<file path="src/rtl/rsc_pkg.sv">
package rsc_pkg;
   localparam int CODE_W = 2;
   typedef enum logic [CODE_W-1:0] {
      RSC_RESET = 2'd0,
      RSC_RUN   = 2'd1,
      RSC_PAUSE = 2'd3
   } rsc_state_e;

   function automatic logic code_legal(input logic [CODE_W-1:0] c);
      return (c != 2'd2);
   endfunction
endpackage

</file>
<file path="src/rtl/rsc_settle_timer.sv">
module rsc_settle_timer #(
   parameter int IF_CYCLES = 3,
   parameter int M_CYCLES  = 3
) (
   input  logic clk,
   input  logic rst_n,
   input  logic start,
   input  logic mclk_tick,
   output logic busy,
   output logic done
);
   localparam int IW = $clog2(IF_CYCLES + 1);
   localparam int MW = $clog2(M_CYCLES + 1);
   localparam logic [IW-1:0] IF_LOAD = IW'(IF_CYCLES);
   localparam logic [MW-1:0] M_LOAD  = MW'(M_CYCLES);

   logic          in_m;
   logic [IW-1:0] if_left;
   logic [MW-1:0] m_left;

   assign done = busy && in_m && mclk_tick && (m_left == MW'(1)) && !start;

   always_ff @(posedge clk or negedge rst_n) begin
      if (!rst_n) begin
         busy    <= 1'b1;
         in_m    <= 1'b0;
         if_left <= IF_LOAD;
         m_left  <= M_LOAD;
      end else if (start) begin
         busy    <= 1'b1;
         in_m    <= 1'b0;
         if_left <= IF_LOAD;
      end else if (busy) begin
         if (!in_m) begin
            if (if_left == IW'(1)) begin
               in_m   <= 1'b1;
               m_left <= M_LOAD;
            end else begin
               if_left <= if_left - IW'(1);
            end
         end else if (mclk_tick) begin
            if (m_left == MW'(1)) busy <= 1'b0;
            else                  m_left <= m_left - MW'(1);
         end
      end
   end
endmodule

</file>
<file path="src/rtl/rsc_state_keeper.sv">
module rsc_state_keeper
   import rsc_pkg::*;
(
   input  logic              clk,
   input  logic              rst_n,
   input  logic              soft_rst,
   input  logic              wr_en,
   input  logic [CODE_W-1:0] wr_code,
   input  logic              err_pending,
   input  logic              settled,
   input  logic              done,
   output logic              start,
   output logic [CODE_W-1:0] state_q,
   output logic              mgen_q,
   output logic              err_clr_q
);
   logic              accept;
   logic [CODE_W-1:0] target_q;

   assign accept = wr_en && settled && code_legal(wr_code) && !soft_rst;
   assign start  = soft_rst || accept;

   always_ff @(posedge clk or negedge rst_n) begin
      if (!rst_n) begin
         state_q   <= RSC_RESET;
         target_q  <= RSC_RESET;
         mgen_q    <= 1'b0;
         err_clr_q <= 1'b0;
      end else begin
         err_clr_q <= accept && (wr_code == RSC_RESET) && err_pending;
         if (soft_rst) begin
            state_q  <= RSC_RESET;
            target_q <= RSC_RESET;
            mgen_q   <= 1'b0;
         end else begin
            if (accept) target_q <= wr_code;
            if (done) begin
               state_q <= target_q;
               mgen_q  <= 1'b1;
            end
         end
      end
   end
endmodule

</file>
<file path="src/rtl/run_state_ctrl.sv">
module run_state_ctrl #(
   parameter int IF_CYCLES       = 3,
   parameter int M_CYCLES        = 3,
   parameter bit FREEZE_IN_SETTLE = 1'b1
) (
   input  logic       clk,
   input  logic       rst_n,
   input  logic       mclk_tick,
   input  logic       st_wr_en,
   input  logic [1:0] st_wr_code,
   input  logic       soft_rst,
   input  logic       err_pending,
   output logic [1:0] cur_state,
   output logic       state_valid,
   output logic       mgen_ready,
   output logic       seq_take_en,
   output logic       cmd_wr_en,
   output logic       fifo_flush,
   output logic       err_clr
);
   import rsc_pkg::*;

   if (IF_CYCLES < 1) begin : g_bad_if
      $error("IF_CYCLES must be at least 1");
   end
   if (M_CYCLES < 1) begin : g_bad_m
      $error("M_CYCLES must be at least 1");
   end

   logic start, busy, done;

   rsc_settle_timer #(.IF_CYCLES(IF_CYCLES), .M_CYCLES(M_CYCLES)) i_timer (
      .clk(clk), .rst_n(rst_n), .start(start), .mclk_tick(mclk_tick),
      .busy(busy), .done(done)
   );

   assign state_valid = !busy;

   rsc_state_keeper i_keeper (
      .clk(clk), .rst_n(rst_n), .soft_rst(soft_rst), .wr_en(st_wr_en),
      .wr_code(st_wr_code), .err_pending(err_pending), .settled(!busy),
      .done(done), .start(start), .state_q(cur_state), .mgen_q(mgen_ready),
      .err_clr_q(err_clr)
   );

   if (FREEZE_IN_SETTLE) begin : g_freeze
      assign seq_take_en = (cur_state == RSC_RUN) && !busy;
   end else begin : g_nofreeze
      assign seq_take_en = (cur_state == RSC_RUN);
   end

   assign cmd_wr_en  = (cur_state == RSC_RUN) || (cur_state == RSC_PAUSE);
   assign fifo_flush = (cur_state == RSC_RESET);
endmodule

</file>
<file path="config.mk">
export PLATFORM = sky130hd
export DESIGN_NAME = run_state_ctrl
export DESIGN_NICKNAME = d
export VERILOG_FILES = /design/src/rtl/rsc_pkg.sv /design/src/rtl/rsc_settle_timer.sv /design/src/rtl/rsc_state_keeper.sv /design/src/rtl/run_state_ctrl.sv
export SDC_FILE = /design/constraint.sdc
export NUM_CORES = 1
export LEC_CHECK = 0
export ABC_AREA = 1
export BUFFER_PORTS_ARGS = -buffer_cell sky130_fd_sc_hd__buf_2
export CAP_MARGIN = 30
export CORE_MARGIN = 1
export CORE_UTILIZATION = 35
export CTS_CLUSTER_DIAMETER = 60
export CTS_CLUSTER_SIZE = 24
export DETAILED_ROUTE_END_ITERATION = 10
export PLACE_DENSITY = 0.58
export SETUP_SLACK_MARGIN = 0.4
export SLEW_MARGIN = 40
export SYNTH_ARGS = -nofsm -noshare
export SYNTH_HDL_FRONTEND = slang
export SYNTH_SLANG_ARGS = --single-unit
</file>
<file path="constraint.sdc">
create_clock -name clk -period 2.9 [get_ports clk]
set_input_delay 0.58 -clock clk [delete_from_list [all_inputs] [get_ports clk]]
set_output_delay 0.58 -clock clk [all_outputs]
set_load 0.02 [all_outputs]
</file>
# After elaboration in Yosys (flattened, before gate mapping)
# Cells that the tools add are included.
[word_totals] ff_bits=12 out_inout_bits=8 wordCells=66
[op_classes] n_addsub=2 n_eq_ne=9 n_mux=23 bitwise_logic=1 reduce_logical=23
[ops] op="$mux W2" n=12
[ops] op="$mux W1" n=11
[ops] op="$logic_and A1 B1 Y1" n=10
[ops] op="$reduce_bool A2 Y1" n=4
[ops] op="$eq A2 B1 Y1 const B" n=3
[ops] op="$ne A2 B2 Y1 const B" n=3
[ops] op="$reduce_and A5 Y1" n=1
[ops] op="$logic_not A2 Y1" n=2
[ops] op="$ne A2 B1 Y1 const B" n=2
[ops] op="$sub A2 B1 Y2 const B" n=2
[ops] op="$logic_not A1 Y1" n=3
[ops] op="$reduce_and A3 Y1" n=1
[ops] op="$eq A2 B2 Y1 const B" n=1
[ops] op="$logic_or A1 B1 Y1" n=2
[ops] op="$not A1 Y1" n=1

# Logic depth before layout (Yosys ltp)
[logic_depth] ltp_word=9 mapped_depth=8 mapped_depth_nobuf=8

# Modules after synthesis
# Synthesis repeated with hierarchy kept, for this count alone.
[unflattened] cells_unflattened=79 hier_area_um2=624.3
[modules_own_cells] mod="rsc_settle_timer" n_inst=1 cells_each=42 area_each_um2=334.1
[modules_own_cells] mod="rsc_state_keeper" n_inst=1 cells_each=31 area_each_um2=267.8
[modules_own_cells] mod="run_state_ctrl" n_inst=1 cells_each=6 area_each_um2=22.5

# Worst setup path after synthesis
# OpenSTA, ideal clock, no wires.
[synth_timing] path_kind="register -> output" start="register i_keeper.state_q[0]" end="output seq_take_en" t_arrival_ns=1.040 path_slack_ns=1.280 path_stages_with_launch=2 cell_sequence="dfrtp_1 > nor3b_1"
[synth_via] elab_chain_cells=2
[synth_rtl] item="start: declaration" line_no="rsc_state_keeper.sv:13" text="output logic [CODE_W-1:0] state_q,"
[synth_rtl] item="start signal: assignment" line_no="rsc_state_keeper.sv:38" text="state_q <= target_q;"
[synth_rtl] item="$eq A2 B1 Y1" line_no="run_state_ctrl.sv:47" text="assign seq_take_en = (cur_state == RSC_RUN) && !busy;"
[synth_rtl] item="$logic_and A1 B1 Y1" line_no="run_state_ctrl.sv:47"
[synth_rtl] item="end: declaration" line_no="run_state_ctrl.sv:16" text="output logic seq_take_en,"
# No other way between the ends.

# Worst setup path in the final report
[layout_timing] start="register i_timer.busy" end="output state_valid"
[layout_via] elab_chain_cells=1
[layout_rtl] item="start: declaration" line_no="rsc_settle_timer.sv:9" text="output logic busy,"
[layout_rtl] item="start signal: assignment" line_no="rsc_settle_timer.sv:25" text="busy <= 1'b1;"
[layout_rtl] item="start signal: assignment" line_no="rsc_settle_timer.sv:30" text="busy <= 1'b1;"
[layout_rtl] item="start signal: assignment" line_no="rsc_settle_timer.sv:42" text="if (m_left == MW'(1)) busy <= 1'b0;"
[layout_rtl] item="$logic_not A1 Y1" line_no="run_state_ctrl.sv:37" text="assign state_valid = !busy;"
[layout_rtl] item="end: declaration" line_no="run_state_ctrl.sv:14" text="output logic state_valid,"
# No other way between the ends.

==> flow_metrics.py <==
metrics = {
    "clocking": {
        "cts_buffers": 3,
        "ctsResizeCount": 0,
        "h-tree-depth": 1,
        "cts.sinks": 12,
        "clk_pin_slew_ns": 0.08,
        "cts_root_buf": "clkbuf_4",
        "cts_hold_buffers": 0,
        "insertion_delay_ns": 0.28,
        "cts_buffer_depth": 2,
        "cts_setup_buffers": 0,
        "cts_tree": "built",
    },
    "finish": {
        "layout_commonest_cell": "nand2_1",
        "antenna_cells": 0,
        "layout_common_cells": "nand2_1 (19), buf_2 (15), nand3_1 (12)",
        "fin_nets": 106,
        "layout-drive-gt1-share_pct": 40.00,
        "syn2layout_area_growth_pct": 20.18,
        "stdcell_area_sq_um": 827.0,
    },
    "sta": {
        "max_slew_margin_pct": 82.04,
        "fin_setup_tns_ns": 0,
        "skew_ns": 0.006892,
        "hold_violations": 0,
        "grt_setup_unrepaired": "false",
        "worst_slew_pin_slew_ns": 0.2694,
        "setup_violations": 0,
        "slew_violations": 0,
        "whs_ns": 0.1625,
        "period_needed_ns": 1.718,
        "fin_crit_sh_pct": 59.25,
        "fmax_ghz": 0.5819,
    },
    "detailed_routing": {
        "route.vias.total": 556,
        "firstDrtPassIters": 4,
        "antenna_left": 0,
        "wl_mm": 1.255,
        "drc": 0,
        "drt-initial-drc-count": 9,
        "wl_per_cell_microns": 10.46,
        "via_per_inst": 4.633,
    },
    "global_routing": {
        "antenna_found_initial": 0,
        "grt_first_pass_wirelength_mm": 2.152,
        "grt_max_degree": 13,
        "grt_pass1_vias": 494,
        "globalRoute.totalOverflow": 0,
        "grtUsageTotal_pct": 14.68,
    },
    "power": {
        "ir_drop_v": 0.0003797,
        "power_leakage_nw": 0.4379,
        "powerDensity_mw_per_mm2": 698.5,
        "finalPower_mw": 0.5777,
    },
    "die": {
        "dieArea_sq_mm": 0.002147,
        "fp.dieW_microns": 46.34,
        "boundaryPins": 16,
        "start_util_pct": 38.60,
        "row_count": 15,
        "core_sq_mm": 0.001783,
        "die_h_microns": 46.34,
    },
    "logic_synthesis": {
        "synth.distinct_cells": 22,
        "avgSynthCellArea_sq_um": 8.937,
        "postSynthCellCount": 77,
        "synth-seq-cells": 12,
        "yosysWarnings": 0,
        "synth_nets": 87,
        "synth_seq_area_share_pct": 44.55,
        "syn_area_sq_um": 688.2,
    },
    "critical_path": {
        "ff2ff_path_depth": 7,
        "crit_type": "flop to output port",
        "cp.required_ns": 2.32,
        "reg2reg_slack_ns": 1.49,
        "r2r-end": "i_timer.if_left[0]$_DFFE_PN1P_",
        "end_kind": "output port",
        "start_kind": "flop",
        "reg2reg_from": "i_timer.if_left[1]$_DFFE_PN1P_",
        "crit_fanout": 6,
        "arrival_ns": 1.14,
    },
    "placement": {
        "hpwl_microns": 971,
        "portBuffers": 15,
        "placed_cell_area_sq_um": 790.8,
        "gp_routability_congestion": 0.8144,
    },
    "hold_path": {
        "hold_class": "input pin to async pin",
    },
    "run": {
        "maxCapViolCount": 0,
    },
    "status": {
        "outcome": "finished, final reports clean",
    },
}
power by group:
part	switching, mW	internal (mW)	total [mW]
sequential	0.0276	0.225	0.252
clock	0.0584	0.0764	0.135
combinational	0.114	0.0773	0.191
total	0.200	0.378	0.578
cell usage after synthesis, drive strengths merged:
library cell / n / area share [%]
nand2: 22 / 15
nand3: 15 / 15
inv: 9 / 4.9
dfrtp: 7 / 25
nor2: 6 / 5.8
dfstp: 5 / 19
nand4: 3 / 2.7
o21ai: 3 / 2.7
ha: 2 / 3.6
or2: 2 / 1.8
a21oi: 1 / 2.4
clkbuf: 1 / 0.54
nor3b: 1 / 1.1
kinds of logic after synthesis:
group / share of synthesized area, %
adder cells (fa/ha/maj): 3.636
AND/OR/NAND/NOR: 41.28
AO/OA/AOI/OAI: 5.092
buffers and inverters: 5.455
flip-flops: 44.55
stage by stage:
stage / instances / setup WS (ns) / util (%)
2_1_floorplan: 77 / 1.280 / -
3_3_place_gp: 116 / 1.493 / 44.35
3_5_place_dp: 116 / 1.484 / 44.35
4_1_cts: 120 / 1.161 / 46.39
5_1_grt: 120 / 1.124 / 46.39
6_report: 120 / 1.182 / 46.39
per-layer routing:
metal | track usage [%] | vias up | wire (microns)
met5 | 0 | - | 0
met2 | 21.39 | 12 | 589
met1 | 20.10 | 254 | 598
met3 | 5.882 | 0 | 66
met4 | 3.529 | 0 | 0
li1 | - | 290 | -
state kept, by name, indices dropped and copies added (netlist names):
register	cells
i_timer.if_left	2
i_keeper.state_q	2
i_timer.busy	1
i_keeper.err_clr_q	1
i_keeper.target_q	2
i_timer.in_m	1
i_keeper.mgen_q	1
i_timer.m_left	2
worst max path at each step:
stage | to | depth (start not counted) | from | slack (ns)
after floorplan | seq_take_en | 1 | i_keeper.state_q[0]$_DFFE_PN0P_ | 1.28
after global placement | seq_take_en | 2 | i_timer.busy$_DFF_PN1_ | 1.49
after detailed placement | state_valid | 2 | i_timer.busy$_DFF_PN1_ | 1.48
after CTS | state_valid | 2 | i_timer.busy$_DFF_PN1_ | 1.16
after global routing | state_valid | 2 | i_timer.busy$_DFF_PN1_ | 1.12
final | state_valid | 2 | i_timer.busy$_DFF_PN1_ | 1.18
worst max-delay path, cell delays in order (launching register included):
cell and delay, ns:
dfstp_2 0.61, inv_2 0.09, buf_2 0.16
layout make-up:
type	count	area, sq um
Sequential cell	12	306.5
Tap cell	25	31.28
Multi-Input combinational cell	55	344.1
Clock buffer	4	36.28
Timing Repair Buffer	15	75.07
Inverter	9	33.78
Fill cell	199	955.9
No activity file was read; power rests on OpenSTA's default activity.
